**config.mk**
```make
export PLATFORM = sky130hd
export DESIGN_NAME = dsr_router
export DESIGN_NICKNAME = d
export VERILOG_FILES = /design/src/rtl/dsr_pkg.sv /design/src/rtl/dsr_decode.sv /design/src/rtl/dsr_core_regs.sv /design/src/rtl/dsr_router.sv
export SDC_FILE = /design/constraint.sdc
export NUM_CORES = 1
export LEC_CHECK = 0
export BUFFER_PORTS_ARGS = -buffer_cell sky130_fd_sc_hd__buf_4
export CAP_MARGIN = 20
export CORE_MARGIN = 2
export CORE_UTILIZATION = 44
export DETAILED_ROUTE_END_ITERATION = 8
export GPL_TIMING_DRIVEN = 0
export MAX_ROUTING_LAYER = met4
export PLACE_DENSITY = 0.84
export SYNTH_ARGS = -nofsm -noshare
export SYNTH_HDL_FRONTEND = slang
export SYNTH_SLANG_ARGS = --single-unit
```
**constraint.sdc**
```tcl
create_clock -name clk -period 2 [get_ports clk]
set_clock_uncertainty 0.1 [all_clocks]
set_input_delay 0.1 -clock clk [delete_from_list [all_inputs] [get_ports clk]]
set_output_delay 0.1 -clock clk [all_outputs]
set_load 0.02 [all_outputs]
```
**src/rtl/dsr_pkg.sv**
```systemverilog
package dsr_pkg;

  typedef enum logic [1:0] {
    RGN_GPR = 2'd0,
    RGN_IO  = 2'd1,
    RGN_MEM = 2'd2
  } rgn_e;

  // Port window served by the block itself; slot = port[2:0]
  localparam int unsigned CORE_WIN_LO = 32'h38;
  localparam int unsigned CORE_WIN_HI = 32'h3F;

  localparam logic [2:0] SLOT_JMP  = 3'd4;
  localparam logic [2:0] SLOT_SPL  = 3'd5;
  localparam logic [2:0] SLOT_SPH  = 3'd6;
  localparam logic [2:0] SLOT_SREG = 3'd7;

  function automatic logic in_core_window(input int unsigned port);
    return (port >= CORE_WIN_LO) && (port <= CORE_WIN_HI);
  endfunction

  // Byte registers are presented in bits 23:16 of a 24-bit word
  function automatic logic [23:0] page_word(input logic [7:0] b);
    return {b, 16'h0000};
  endfunction

  function automatic logic [23:0] ext_map(input logic [23:0] base,
                                          input logic [23:0] offset);
    return base + offset;
  endfunction

endpackage

```
**src/rtl/dsr_decode.sv**
```systemverilog
module dsr_decode
  import dsr_pkg::*;
#(
  parameter int ADDR_W  = 16,
  parameter int NUM_GPR = 32,
  parameter int NUM_IO  = 64,
  parameter int PORT_W  = 6
) (
  input  logic              port_mode,
  input  logic [ADDR_W-1:0] addr,
  output rgn_e              rgn,
  output logic [PORT_W-1:0] port_num,
  output logic              core_hit
);

  logic [31:0] a32;
  assign a32 = 32'(addr);

  always_comb begin
    rgn      = RGN_MEM;
    port_num = '0;
    if (port_mode) begin
      rgn      = RGN_IO;
      port_num = addr[PORT_W-1:0];
    end else if (a32 < 32'(NUM_GPR)) begin
      rgn = RGN_GPR;
    end else if (a32 < 32'(NUM_GPR + NUM_IO)) begin
      rgn      = RGN_IO;
      port_num = PORT_W'(a32 - 32'(NUM_GPR));
    end
  end

  assign core_hit = (rgn == RGN_IO) && in_core_window(32'(port_num));

endmodule

```
**src/rtl/dsr_core_regs.sv**
```systemverilog
module dsr_core_regs
  import dsr_pkg::*;
#(
  parameter int NUM_PAGE = 4
) (
  input  logic                      clk,
  input  logic                      rst_n,
  input  logic [NUM_PAGE-1:0]       page_en,
  input  logic                      sp_wide_en,
  input  logic                      we,
  input  logic [2:0]                slot,
  input  logic [7:0]                wdata,
  output logic [7:0]                rdata,
  output logic [NUM_PAGE-1:0][23:0] page_words,
  output logic [23:0]               jmp_ext,
  output logic [15:0]               stk_ptr,
  output logic [7:0]                status
);

  localparam int SEL_W = $clog2(NUM_PAGE);

  logic [NUM_PAGE-1:0][7:0] page_bytes;
  logic [7:0]               jmp_q;
  logic [7:0]               spl_q;
  logic [7:0]               sph_q;
  logic [7:0]               sreg_q;

  for (genvar g = 0; g < NUM_PAGE; g++) begin : gen_page
    logic [7:0] q;
    always_ff @(posedge clk or negedge rst_n) begin
      if (!rst_n) begin
        q <= '0;
      end else if (we && (slot == 3'(g)) && page_en[g]) begin
        q <= wdata;
      end
    end
    assign page_bytes[g] = q;
    assign page_words[g] = page_word(q);
  end

  always_ff @(posedge clk or negedge rst_n) begin
    if (!rst_n) begin
      jmp_q  <= '0;
      spl_q  <= '0;
      sph_q  <= '0;
      sreg_q <= '0;
    end else if (we) begin
      if (slot == SLOT_JMP)                 jmp_q  <= wdata;
      if (slot == SLOT_SPL)                 spl_q  <= wdata;
      if (slot == SLOT_SPH && sp_wide_en)   sph_q  <= wdata;
      if (slot == SLOT_SREG)                sreg_q <= wdata;
    end
  end

  always_comb begin
    case (slot)
      SLOT_JMP:  rdata = jmp_q;
      SLOT_SPL:  rdata = spl_q;
      SLOT_SPH:  rdata = sph_q;
      SLOT_SREG: rdata = sreg_q;
      default:   rdata = page_bytes[slot[SEL_W-1:0]];
    endcase
  end

  assign jmp_ext = page_word(jmp_q);
  assign stk_ptr = {sph_q, spl_q};
  assign status  = sreg_q;

endmodule

```
**src/rtl/dsr_router.sv**
```systemverilog
module dsr_router
  import dsr_pkg::*;
#(
  parameter int          ADDR_W    = 16,
  parameter int          NUM_GPR   = 32,
  parameter int          NUM_IO    = 64,
  parameter int          EXT_W     = 24,
  parameter logic [23:0] IO_BASE   = 24'h100000,
  parameter logic [23:0] DATA_BASE = 24'h200000
) (
  input  logic                        clk,
  input  logic                        rst_n,
  input  logic [4:0]                  feat_en,
  input  logic                        req_valid,
  input  logic                        req_port,
  input  logic                        req_write,
  input  logic [ADDR_W-1:0]           req_addr,
  input  logic [7:0]                  req_wdata,
  output logic                        req_ready,
  output logic [7:0]                  req_rdata,
  output logic                        rf_we,
  output logic [$clog2(NUM_GPR)-1:0]  rf_idx,
  output logic [7:0]                  rf_wdata,
  input  logic [7:0]                  rf_rdata,
  output logic                        ext_valid,
  output logic                        ext_write,
  output logic [EXT_W-1:0]            ext_addr,
  output logic [7:0]                  ext_wdata,
  input  logic                        ext_ready,
  input  logic [7:0]                  ext_rdata,
  output logic [23:0]                 page_d,
  output logic [23:0]                 page_x,
  output logic [23:0]                 page_y,
  output logic [23:0]                 page_z,
  output logic [23:0]                 jmp_ext,
  output logic [15:0]                 stk_ptr,
  output logic [7:0]                  status
);

  localparam int PORT_W   = $clog2(NUM_IO);
  localparam int GPR_W    = $clog2(NUM_GPR);
  localparam int NUM_PAGE = 4;

  rgn_e              rgn;
  logic [PORT_W-1:0] port_num;
  logic              core_hit;

  // Named events for the checker
  logic              hit_gpr;
  logic              hit_core;
  logic              hit_ext;
  logic              core_we;
  logic [2:0]        core_slot;
  logic [7:0]        core_rdata;

  logic [NUM_PAGE-1:0][23:0] page_words;

  dsr_decode #(
    .ADDR_W (ADDR_W),
    .NUM_GPR(NUM_GPR),
    .NUM_IO (NUM_IO),
    .PORT_W (PORT_W)
  ) u_decode (
    .port_mode(req_port),
    .addr     (req_addr),
    .rgn      (rgn),
    .port_num (port_num),
    .core_hit (core_hit)
  );

  assign hit_gpr   = (rgn == RGN_GPR);
  assign hit_core  = core_hit;
  assign hit_ext   = (rgn == RGN_MEM) || ((rgn == RGN_IO) && !core_hit);
  assign core_we   = req_valid && req_write && hit_core;
  assign core_slot = port_num[2:0];

  dsr_core_regs #(
    .NUM_PAGE(NUM_PAGE)
  ) u_core (
    .clk       (clk),
    .rst_n     (rst_n),
    .page_en   (feat_en[NUM_PAGE-1:0]),
    .sp_wide_en(feat_en[4]),
    .we        (core_we),
    .slot      (core_slot),
    .wdata     (req_wdata),
    .rdata     (core_rdata),
    .page_words(page_words),
    .jmp_ext   (jmp_ext),
    .stk_ptr   (stk_ptr),
    .status    (status)
  );

  assign page_d = page_words[0];
  assign page_x = page_words[1];
  assign page_y = page_words[2];
  assign page_z = page_words[3];

  // Register-file side
  assign rf_we    = req_valid && req_write && hit_gpr;
  assign rf_idx   = req_addr[GPR_W-1:0];
  assign rf_wdata = req_wdata;

  // External bus side
  logic [23:0] ext_full;
  always_comb begin
    if (rgn == RGN_MEM) ext_full = ext_map(DATA_BASE, 24'(req_addr));
    else                ext_full = ext_map(IO_BASE, 24'(port_num));
  end

  assign ext_valid = req_valid && hit_ext;
  assign ext_write = req_write;
  assign ext_addr  = EXT_W'(ext_full);
  assign ext_wdata = req_wdata;

  // Response
  assign req_ready = hit_ext ? ext_ready : 1'b1;

  always_comb begin
    if (hit_gpr)       req_rdata = rf_rdata;
    else if (hit_core) req_rdata = core_rdata;
    else               req_rdata = ext_rdata;
  end

endmodule

```
* After elaboration in Yosys (flattened, before gate mapping)
Cells that the tools add are included.
Storage, ports and cells: bits in registers 64, output and inout bits 201, word-level logic and storage cells 60
Cells by class: muxes and demuxes 13, eq/ne operators 9, magnitude comparators 4, reduce and logical (&&, ||, !) cells 23, add/subtract/negate cells 3
Operators with widths (number):
- 8-bit one-hot mux with 4 select lines | 1
- 8-bit two-way mux | 3
- 22-bit by 16-bit adder with 23-bit output (first input constant) | 1
- 23-bit two-way mux | 1
- 21-bit by 6-bit adder with 22-bit output (first input constant) | 1
- 6-bit two-way mux | 3
- 8-bit binary-select mux with 2-bit select | 1
- 16-bit by 6-bit < comparator with 1-bit output (second input constant) | 1
- 16-bit by 7-bit < comparator with 1-bit output (second input constant) | 1
- 1-bit logical AND | 15
- 3-bit == test (second input constant) | 4
- 2-bit AND reduction | 4
- 3-bit by 2-bit == test with 1-bit output (second input constant) | 2
- 6-bit greater-or-equal comparator (second input constant) | 1
- 2-bit two-way mux | 3
- 6-bit subtractor (second input constant) | 1
- 3-bit by 1-bit == test with 1-bit output (second input constant) | 1
- 3-bit logical NOT | 1
- 2-bit by 3-bit < comparator with 1-bit output (second input constant) | 1
- 2-bit by 1-bit == test with 1-bit output (second input constant) | 1
- 2-bit == test (second input constant) | 1
- 2-bit logical NOT | 1
- 1-bit logical NOT | 1
- 1-bit logical OR | 1
- 1-bit two-way mux | 1

* Depth between registers and ports, before layout
Gate-level depths: netlist of run 1.
depth in word-level cells 10, gate-level depth with buffers 7, gate-level depth less buffers 5

* By module
Synthesis of run 1 repeated with hierarchy kept, for this count alone.
Second synthesis, totals: cells, all modules 353, area, all modules 4316.6 µm²
Modules (own cells, without submodules):
- dsr_core_regs | instances 1, area an instance 3548.4 µm², cells each 252
- dsr_router | instances 1, area an instance 623.1 µm², cells each 84
- dsr_decode | instances 1, area an instance 145.1 µm², cells each 17

* Worst setup path before layout of run 1
OpenSTA, ideal clock, no wires.
path type input-to-reg, from in req_addr[13], to reg u_core.gen_page[3].q[0], path slack 0.056 ns, path buffers 0, arrival 1.719 ns, cell stages on the path 5, setup time 0.125 ns, cells stage by stage nor4_4 > nand4_1 > a21o_1 > nor4_4 > mux2_2
Between the ends: longest elaborated chain between the ends 9
RTL lines:
- start, declared | RTL line dsr_router.sv:17 | input logic [ADDR_W-1:0] req_addr,
- 16-bit by 7-bit < comparator with 1-bit output | RTL line dsr_decode.sv:27 | end else if (a32 < 32'(NUM_GPR + NUM_IO)) begin
- 6-bit two-way mux / 2-bit two-way mux (equally long branches) | RTL line dsr_decode.sv:27
- 6-bit two-way mux / 2-bit two-way mux (equally long branches) | RTL line dsr_decode.sv:25 | end else if (a32 < 32'(NUM_GPR)) begin
- 6-bit two-way mux / 2-bit two-way mux (equally long branches) | RTL line dsr_decode.sv:22 | if (port_mode) begin
- 6-bit greater-or-equal comparator / 2-bit by 1-bit == test with 1-bit output (equally long branches) | RTL line dsr_pkg.sv:19, dsr_decode.sv:33
- 1-bit logical AND | RTL line dsr_decode.sv:33 | assign core_hit = (rgn == RGN_IO) && in_core_window(32'(port_num));
- 1-bit logical AND | RTL line dsr_router.sv:74 | assign core_we = req_valid && req_write && hit_core;
- 1-bit logical AND * (2 in series) | RTL line dsr_core_regs.sv:33 | end else if (we && (slot == 3'(g)) && page_en[g]) begin
- end signal, assigned | RTL line dsr_core_regs.sv:34 | q <= wdata;
- end, declared | RTL line dsr_core_regs.sv:29 | logic [7:0] q;
Every way passes the cells marked *; elsewhere a longest branch is shown, timed or not. A chain may end at the register's enable or synchronous reset.

* Worst setup path in the final report of run 1
from reg u_core.gen_page[3].q[6], to out req_rdata[6]
Between the ends: longest elaborated chain between the ends 5
RTL lines:
- 8-bit binary-select mux with 2-bit select | RTL line dsr_core_regs.sv:61 | default: rdata = page_bytes[slot[SEL_W-1:0]];
- 8-bit two-way mux (implied by the code) | RTL line dsr_core_regs.sv:61
- 8-bit one-hot mux with 4 select lines | RTL line dsr_core_regs.sv:56 | case (slot)
- 8-bit two-way mux | RTL line dsr_router.sv:121 | else if (hit_core) req_rdata = core_rdata;
- 8-bit two-way mux | RTL line dsr_router.sv:120 | if (hit_gpr) req_rdata = rf_rdata;
- end, declared | RTL line dsr_router.sv:20 | output logic [7:0] req_rdata,
Every way passes these cells. The select of a mux whose other input is x is not followed.

==> results of run 1 <==
==> worst max path at each step <==
stage                                        from                      end
after floorplan                      req_addr[13]  u_core.gen_page[3].q[0]
after global placement               req_addr[13]             req_rdata[0]
after detailed placement             req_addr[13]             req_rdata[0]
after CTS                            req_addr[13]          u_core.sph_q[0]
after global routing      u_core.gen_page[2].q[6]             req_rdata[6]
final                     u_core.gen_page[3].q[6]             req_rdata[6]
==> metrics by stage <==
stage	power [W]	instances	hold WS [ps]	util, %	worst slack [ps]
final	0.00331	804	16.7	71.9	-35.6
after global routing	0.00343	804	25.6	71.9	-92.9
after CTS	0.00326	790	8.94	69.1	-8.22
after detailed placement	0.00232	758	138	64.1	-961
after global placement	0.00230	758	130	64.1	-910
after floorplan	0.00197	464	-296	-	56.1
==> cell usage after synthesis (2+ instances only) <==
library cell / instances / area [µm²]
buf_4: 109 / 818
mux2_2: 73 / 822
dfrtp_1: 64 / 1600
nor2b_1: 16 / 100
nand2_1: 14 / 52.6
nor2_1: 11 / 41.3
inv_1: 10 / 37.5
a21oi_1: 9 / 45.0
a221oi_1: 8 / 70.1
mux4_2: 8 / 180
o21ai_0: 8 / 40.0
o221ai_1: 8 / 70.1
clkbuf_1: 5 / 18.8
buf_2: 4 / 20.0
and4_1: 3 / 26.3
buf_1: 3 / 11.3
nand3_1: 3 / 15.0
nor4_4: 3 / 63.8
and2_1: 2 / 12.5
==> metal layers <==
| metal | track usage [%] | vias up |
|---|---|---|
| met1 | 28.1 | 1842 |
| met2 | 44.5 | 187 |
| met5 | - | - |
| met4 | 10.3 | 0 |
| li1 | - | 1723 |
| met3 | 5.31 | 24 |
==> registers in the layout (all words and copies together), names as in the netlist <==
signal             cells
u_core.jmp_q           8
u_core.sph_q           8
u_core.gen_page.q     32
u_core.status          8
u_core.spl_q           8
==> repair_timing <==
| item | in CTS | in global routing |
|---|---|---|
| endpoints found under the setup margin | 48 | 57 |
| hold endpoints to repair | 103 | 0 |
| hold buffers | 8 | 0 |
| pin swaps | 9 | 13 |
| buffers inserted | 9 | 12 |
| gates resized for setup | 35 | 40 |
| cloned | 0 | 2 |
==> power by group through the flow <==
stage | logic (W) | clock network (W) | registers, W
after floorplan | 0.000529 | 0 | 0.00144
after global placement | 0.000915 | 0 | 0.00139
after detailed placement | 0.000925 | 0 | 0.00139
after CTS | 0.000967 | 0.000926 | 0.00137
after global routing | 0.00107 | 0.000985 | 0.00138
final | 0.00101 | 0.000925 | 0.00137
==> cell type report <==
cell class / count / area share, %
plain buffers: 121 / 13.6
clock buffers: 11 / 1.98
clock inverters: 4 / 0.339
inverters: 10 / 0.565
multi-input cells: 269 / 33.5
flip-flops and latches: 64 / 24.1
well taps: 129 / 2.43
repair buffers: 196 / 23.5
==> cell families (layout without fill, tap and decap cells) <==
logic type	after synthesis	in the layout
DFF	64	64
and+or+nand+nor	63	63
buffers and inverters	131	342
xor gates and xnor gates	1	1
muxes	81	81
other	1	86
AOI/OAI and AO/OA	38	38
==> metrics.md, run 1 <==
| Metric | Value |
|---|---|
| Status | finished, violations left |
| Failing checks | negative setup slack |
| DP HPWL | 9.92 mm |
| Slew headroom | a little under half |
| Post-synth cell types | 37 |
| # rows | 35 |
| CP Buf/Inv Count | 1 |
| RSZ-0062 raised after global routing | yes |
| Int Power | 0.00222 W |
| Sequential fraction of the synthesis area | 38.1% |
| Number of max-cap violations | 0 |
| CP max stage delay | 400 ps |
| Overflow after GRT | 0 |
| IO Port Bufs | 165 |
| Comb pwr share | slightly above 30% |
| Critical path class | reg -> out |
| CP startpoint kind | flip-flop |
| FMAX | 491 MHz |
| Area share of fa/ha/maj cells after synthesis | 0% |
| Number of synthesized flops with an enable pin | 0 |
| WL met2 | 7.35 mm |
| Clock Latency Late Sink | 330 ps |
| CP Max Fanout | 2 |
| Die H | 102 µm |
| Crit path max-delay family | compound AO/OA/AOI/OAI gates |
| Crit-path cells | mux2_4, a221oi_2, nor2_2, a21oi_2, o221ai_1, buf_4 |
| Top FF cell, synth | dfrtp_1 |
| CP Depth | 6 |
| Most frequent cells in the layout | 291 x buf_4, 86 x conb_1, 72 x mux2_2 |
| Die W | 102 µm |
| Post-route DRC | 0 |
| Post-Route WL | between 10 and 15 mm |
| Full die area | just over 0.01 mm² |
| Layout Nets | 722 |
| XOR/XNOR Fraction of Synth Area | 0.208% |
| Crit path DAT | 1840 ps |
| Dominant combinational cell family by area after synthesis | multiplexers |
| Synth Area in Compound Gates | 6.70% |
| Placed inst area | 0.00592 mm² |
| Worst Tran Pin Value | 819 ps |
| Ports | 252 |
| Clock group share of total power | 28.0% |
| GRT Util Overall | 25.4% |
| # diodes | 0 |
| Commonest non-fill, non-tap cell in the layout | buf_4 |
| RR Endpoint | u_core.gen_page[3].q[7] |
| WL met3 | between 1 and 1.5 mm |
| Tcrit/Tclk final | 102% |
| Seq cells post-synth | 64 |
| Multi-input gate area | 0.00222 mm² |
| Min-Delay Startpoint | req_wdata[7] |
| Clock buffer count from CTS | 9 |
| Detail Route Antenna Nets | 0 |
| Via count | 3776 |
| Sw Share | 32.8% |
| Cell area after synthesis | 0.00420 mm² |
| Post-synthesis async set-or-reset flop share | 100% |
| Setup_tns | -158 ps |
| Switch Pwr | between 0.001 and 0.0015 W |
| Clock tree buffer depth | 2 |
| Design area | 0.00665 mm² |
| Post-Syn Area per Cell | 11.1 µm² |
| DRT Pass-1 Iters | 4 |
| CTS tree | done |
| Wire per inst | around 17 µm |
| Initial core utilization | 45.5% |
| Synth Area in Simple Gates | under 10% |
| Post-synthesis mux area share | 23.8% |
| Post-synthesis instance total | roughly 380 |
| Vias in the first global route | 3650 |
| Yosys synthesis warning count | 0 |
| Reg clk slew, reported paths | 80 ps |
| Depth of the CTS H-tree | 3 |
| Detailed Route Iter0 Violations | approximately 120 |
| PwrDens | 498 mW/mm² |
| Via-to-Cell Ratio | between 4 and 5 |
| Sequential fraction of design power | around two fifths |
| R2r worst-path depth | 3 |
| Hold crit path type | in -> reg |
| Min cycle time layout | ~2000 ps |
| Final setup violation count | 10 |
| Initial antenna violation count | 0 |
| Global-route wire length before repair | approximately 19 mm |
| Critical path required time | between 1500 and 2000 ps |
| Crit end category | output port |
| Top sig layer | met4 |
| Share of post-route cells with drive strength above 1 | 64.9% |
| Register area | between 0.0015 and 0.002 mm² |
| Leakage power | 3.64 nW |
| Clock Sinks | 64 |
| Largest net degree at the start of global routing | 65 |
| RePlAce Congestion | 0.867 |
| Filler Cells Inserted | 639 |
| Root Buffer | clkbuf_8 |
| Final setup margin | -35.6 ps |
| Wl on met1 | 4.91 mm |
| Slowest-stage cell, CP | dfrtp_1 |
| Max Slew Vio Count | 0 |
| Core area | 0.00924 mm² |
| R2R setup slack | 870 ps |
| Hold Crit Depth | 2 |
| Max VDD drop | 0.509 mV |
| Final hold vios | 0 |
| Worst Hold End | u_core.spl_q[7] |
| R2R Path Start | u_core.gen_page[3].q[7] |
| P&R area growth vs syn | 58.1% |
Power figures use the tool's default switching activity.
==> inputs of run 2 (changes only) <==
--- a/config.mk
+++ b/config.mk
@@ -7,7 +7,7 @@
 export LEC_CHECK = 0
 export BUFFER_PORTS_ARGS = -buffer_cell sky130_fd_sc_hd__buf_4
 export CAP_MARGIN = 20
-export CORE_MARGIN = 2
+export CORE_MARGIN = 10
 export CORE_UTILIZATION = 44
 export DETAILED_ROUTE_END_ITERATION = 8
 export GPL_TIMING_DRIVEN = 0
==> run 2 against run 1 <==
  * The run still ends with negative setup slack left
  * Sequential share of layout area decreased by 0.62 points
  * Global-route usage decreased by 1.8 points
  * Design area increased by 2.7%
  * Largest cell class unchanged
==> metrics.md, run 2 (same netlist as run 1, synthesis figures left out) <==
| Metric | Value |
|---|---|
| Min cycle time layout | roughly 2200 ps |
| Status | finished, violations left |
| Post-route DRC | 0 |
| Crit end category | output port |
| CP Max Fanout | 3 |
| PwrDens | around 560 mW/mm² |
| Failing checks | negative setup slack |
| Global-route wire length before repair | 25.0 mm |
| Hold Crit Depth | 4 |
| Setup_tns | -523 ps |
| Ports | 252 |
| Slowest-stage cell, CP | dfrtp_1 |
| Clock Sinks | 64 |
| GR Util met3 | 9.06% |
| Max Slew Vio Count | 0 |
| PnR Total Power | 0.00383 W |
| Initial core utilization | 45.3% |
| GR peak layer | met2 |
| Root Buffer | clkbuf_8 |
| DP HPWL | 12.6 mm |
| Core area | 0.00928 mm² |
| Commonest non-fill, non-tap cell in the layout | buf_4 |
| Clock Latency Late Sink | around 340 ps |
| Met2 Use GR | 42.0% |
| P&R area growth vs syn | 62.3% |
| Critical path class | reg -> out |
| Most frequent cells in the layout | 291 x buf_4, 86 x conb_1, 64 x dfrtp_1 |
| # diodes | 0 |
| Largest net degree at the start of global routing | 65 |
| GRT Util Overall | 23.6% |
| Critical path required time | approximately 1800 ps |
| Via-to-Cell Ratio | 4.77 |
| Final setup violation count | 7 |
| CP startpoint kind | flip-flop |
| Vias in the first global route | roughly 4200 |
| Leakage power | about 3.7 nW |
| Full die area | approximately 0.014 mm² |
| IO Port Bufs | roughly 170 |
| Final hold vios | 0 |
| Tcrit/Tclk final | 108% |
| FMAX | roughly 460 MHz |
| Depth of the CTS H-tree | 3 |
| Reg clk slew, reported paths | 80 ps |
| Clock tree buffer depth | 2 |
| Post-Route WL | between 15 and 20 mm |
| Pre-CTS setup slack | -876 ps |
| Reg with most FFs | u_core.gen_page.q |
| DRT Pass-1 Iters | 4 |
| Layout Nets | 722 |
| Share of post-route cells with drive strength above 1 | about two thirds |
| Die H | about 120 µm |
| Worst Tran Pin Value | around 810 ps |
| Max VDD drop | ~0.66 mV |
| Crit path DAT | 1960 ps |
| # rows | 35 |
| Detailed Route Iter0 Violations | roughly 180 |
| Hold crit path type | in -> reg |
| RePlAce Congestion | 0.860 |
| Detail Route Antenna Nets | 0 |
| Number of max-cap violations | 0 |
| Crit-path cells | mux2_2, a221oi_1, nor2_1, a21oi_2, o221ai_2, buf_6 |
| Initial antenna violation count | 0 |
| Die W | 118 µm |
| Largest register FFs | 32 |
| Clock buffer count from CTS | 9 |
| Wire per inst | 21.8 µm |
| Via count | a little under 4000 |
| R2r worst-path depth | 2 |
| Met1 GRT Util | between 20% and 30% |
| CP max stage delay | 420 ps |
| Overflow after GRT | 0 |
| Final setup margin | -159 ps |
| CTS tree | done |
| Slew headroom | 45.9% |
| RSZ-0062 raised after global routing | yes |
[run 2: stage by stage]
| step | instance area [µm²] | utilization [%] | instances | hold slack [ps] |
|---|---|---|---|---|
| floorplan | 4520 | - | 464 | -296 |
| global placement | 5920 | 63.8 | 758 | 128 |
| detailed placement | 5920 | 63.8 | 758 | 139 |
| CTS | 6590 | 71.0 | 801 | 183 |
| global route | 6820 | 73.5 | 805 | 209 |
| finish | 6820 | 73.5 | 805 | 210 |
[run 2: worst max-delay path, delay by kind of cell (launching register included)]
| kind | cells | cell delay, ps |
|---|---|---|
| buffers and inverters | 1 | 150 |
| AND/OR/NAND/NOR | 1 | 120 |
| flip-flops | 1 | 420 |
| AO/OA/AOI/OAI | 3 | 610 |
| multiplexers | 1 | 300 |
[run 2: cell type report]
cell class / count / area (µm²)
Inverter: 10 / 37.5
Fill cell: 624 / 2460
Multi-Input combinational cell: 269 / 2340
Clock buffer: 9 / 124
Clock inverter: 7 / 120
Sequential cell: 64 / 1600
Timing Repair Buffer: 196 / 1530
Tap cell: 129 / 161
Buffer: 121 / 908
[run 2: per-layer routing]
| metal | vias up | share of wire [%] |
|---|---|---|
| met5 | - | 0 |
| met4 | 0 | 2.4 |
| met3 | 33 | 9.1 |
| met2 | 214 | 53 |
| met1 | 1873 | 36 |
| li1 | 1723 | - |
[run 2: worst paths after layout]
path                                          from                       to  slack (ps)
min in group asynchronous                    rst_n  u_core.gen_page[2].q[4]         270
setup / recovery           u_core.gen_page[2].q[5]             req_rdata[5]        -160
hold reg to reg                    u_core.spl_q[7]          u_core.spl_q[7]         450
setup reg to reg           u_core.gen_page[2].q[2]  u_core.gen_page[2].q[2]         950
hold / removal                          feat_en[3]  u_core.gen_page[3].q[7]         210
max in group asynchronous                    rst_n          u_core.jmp_q[6]         980
[run 2: repair_timing]
item,in CTS,in global routing
endpoints found under the hold margin,117,0
resized for setup,49,54
endpoints found under the setup margin,40,62
buffers inserted,18,4
hold buffers,9,0
pin swaps,16,13
[run 2: power by group]
part | internal (W) | switching (W)
clock | 0.000830 | 0.000566
sequential | 0.00133 | 0.0000381
combinational | 0.000467 | 0.000598
total | 0.00263 | 0.00120
==> inputs of run 3 (changes only) <==
--- a/config.mk
+++ b/config.mk
@@ -11,7 +11,6 @@
 export CORE_UTILIZATION = 44
 export DETAILED_ROUTE_END_ITERATION = 8
 export GPL_TIMING_DRIVEN = 0
-export MAX_ROUTING_LAYER = met4
 export PLACE_DENSITY = 0.84
 export SYNTH_ARGS = -nofsm -noshare
 export SYNTH_HDL_FRONTEND = slang
==> run 3 against run 2 <==
  * The run still ends with negative setup slack left
  * Setup slack gained 23 ps
  * Maximum frequency grew 1.1%
  * First-iteration DRC count shrank 10%
  * Highest routed layer unchanged
  * Power shrank 0.48%
  * Critical path depth is the same
  * Sequential cell count is the same
  * Sequential power is essentially flat
  * Sequential share of layout area grew 0.099 points
  * Final cell count is the same
==> metrics.md, run 3 (same netlist as run 1, synthesis figures left out) <==
| Metric | Value |
|---|---|
| Vias in the first global route | 4177 |
| DRT Pass-1 Iters | 4 |
| Detail Route Antenna Nets | 0 |
| Post-route DRC | 0 |
| Crit end category | output port |
| P&R area growth vs syn | 61.7% |
| Critical path required time | between 1500 and 2000 ps |
| RePlAce Congestion | 0.846 |
| Status | finished, violations left |
| Largest register FFs | 32 |
| Util after Layout | 73.2% |
| Largest net degree at the start of global routing | 65 |
| Commonest non-fill, non-tap cell in the layout | buf_4 |
| Most frequent cells in the layout | 292 x buf_4, 86 x conb_1, 64 x dfrtp_1 |
| Layout Nets | 722 |
| Wire per inst | around 22 µm |
| Worst Tran Pin Value | ~800 ps |
| Final setup margin | -136 ps |
| Clock buffer count from CTS | 9 |
| CTS tree | done |
| Crit-path cells | mux2_2, a221oi_1, nor2_1, a21oi_2, o221ai_2, buf_4 |
| Clock Latency Late Sink | 340 ps |
| IO Port Bufs | 165 |
| Overflow after GRT | 0 |
| # rows | 35 |
| Initial core utilization | 45.3% |
| Via count | 3824 |
| CP startpoint kind | flip-flop |
| Max Slew Vio Count | 0 |
| Full die area | approximately 0.014 mm² |
| CP max stage delay | 420 ps |
| Number of max-cap violations | 0 |
| Die W | 118 µm |
| Via-to-Cell Ratio | 4.75 |
| Slew headroom | 46.4% |
| CP Max Fanout | 3 |
| Critical path class | reg -> out |
| Clock Sinks | 64 |
| FMAX | 468 MHz |
| Detailed Route Iter0 Violations | 160 |
| Reg clk slew, reported paths | 80 ps |
| Max VDD drop | 0.635 mV |
| DP HPWL | 12.6 mm |
| Post-Route WL | ~17 mm |
| Failing checks | negative setup slack |
| RSZ-0062 raised after global routing | yes |
| Slowest-stage cell, CP | dfrtp_1 |
| Depth of the CTS H-tree | 3 |
| Crit path DAT | about 1900 ps |
| Hold crit path type | in -> reg |
| Initial antenna violation count | 0 |
| GRT Util Overall | between 20% and 30% |
| Global-route wire length before repair | about 25 mm |
| # diodes | 0 |
| Reg with most FFs | u_core.gen_page.q |
| Root Buffer | clkbuf_8 |
| Min cycle time layout | 2140 ps |
| Leakage power | between 3 and 4 nW |
| Ports | 252 |
| Final hold vios | 0 |
| Clock tree buffer depth | 2 |
| Core area | approximately 0.0093 mm² |
| Share of post-route cells with drive strength above 1 | ~64% |
| Final setup violation count | 7 |
| Die H | between 100 and 150 µm |
| Tcrit/Tclk final | 107% |
| PwrDens | 561 mW/mm² |
| PnR Total Power | about 0.0038 W |
## run 3: layout make-up
type	count	area (µm²)
fill	619	2490
multi-input combinational	269	2320
sequential	64	1600
timing repair buffer	196	1530
buffer	121	905
tap	129	161
clock buffer	9	124
clock inverter	7	120
inverter	10	37.5
## run 3: final timing paths
check                           slack, ps                 endpoint  depth (start not counted)                    start
worst min register to register        440          u_core.spl_q[1]                          1          u_core.spl_q[1]
worst max register to register        940  u_core.gen_page[2].q[2]                          2  u_core.gen_page[2].q[2]
max in group asynchronous             990          u_core.jmp_q[1]                          2                    rst_n
worst max-delay path                 -140             req_rdata[5]                          6  u_core.gen_page[3].q[5]
worst min-delay path                  210  u_core.gen_page[3].q[5]                          4               feat_en[3]
min in group asynchronous             270  u_core.gen_page[2].q[4]                          2                    rst_n
## run 3: layer usage
metal	track usage (%)	share of wire (%)
met1	22.8	35
met2	42.0	53
met3	9.50	11
met4	7.81	2.0
met5	0	0
## run 3: what timing repair did
action / in CTS / in global routing
hold buffers: 9 / 0
buffers inserted: 18 / 4
gates resized for setup: 49 / 45
endpoints found under the setup margin: 40 / 62
endpoints found under the hold margin: 117 / 0
pin swaps: 16 / 13
## run 3: power by group
group / internal (W) / switching [W]
Sequential: 0.00133 / 0.0000364
Clock: 0.000829 / 0.000554
Combinational: 0.000464 / 0.000595
Total: 0.00263 / 0.00119
## run 3: per-stage QoR
step / std cells / setup WS [ps] / setup TNS, ps / hold slack, ps / instance area [µm²]
2_1_floorplan: 464 / 56.1 / 0 / -296 / 4520
3_3_place_gp: 758 / -797 / -28110 / 128 / 5920
3_5_place_dp: 758 / -876 / -32680 / 139 / 5920
4_1_cts: 801 / -43.8 / -156 / 183 / 6590
5_1_grt: 805 / -147 / -3240 / 214 / 6790
6_report: 805 / -136 / -432 / 209 / 6790
## run 3: critical path: cells and delay by family (launching register included)
family	cells	cell delay (ps)
muxes	1	280
AOI/OAI and AO/OA	3	590
and+or+nand+nor	1	120
DFF	1	420
buffers and inverters	1	180
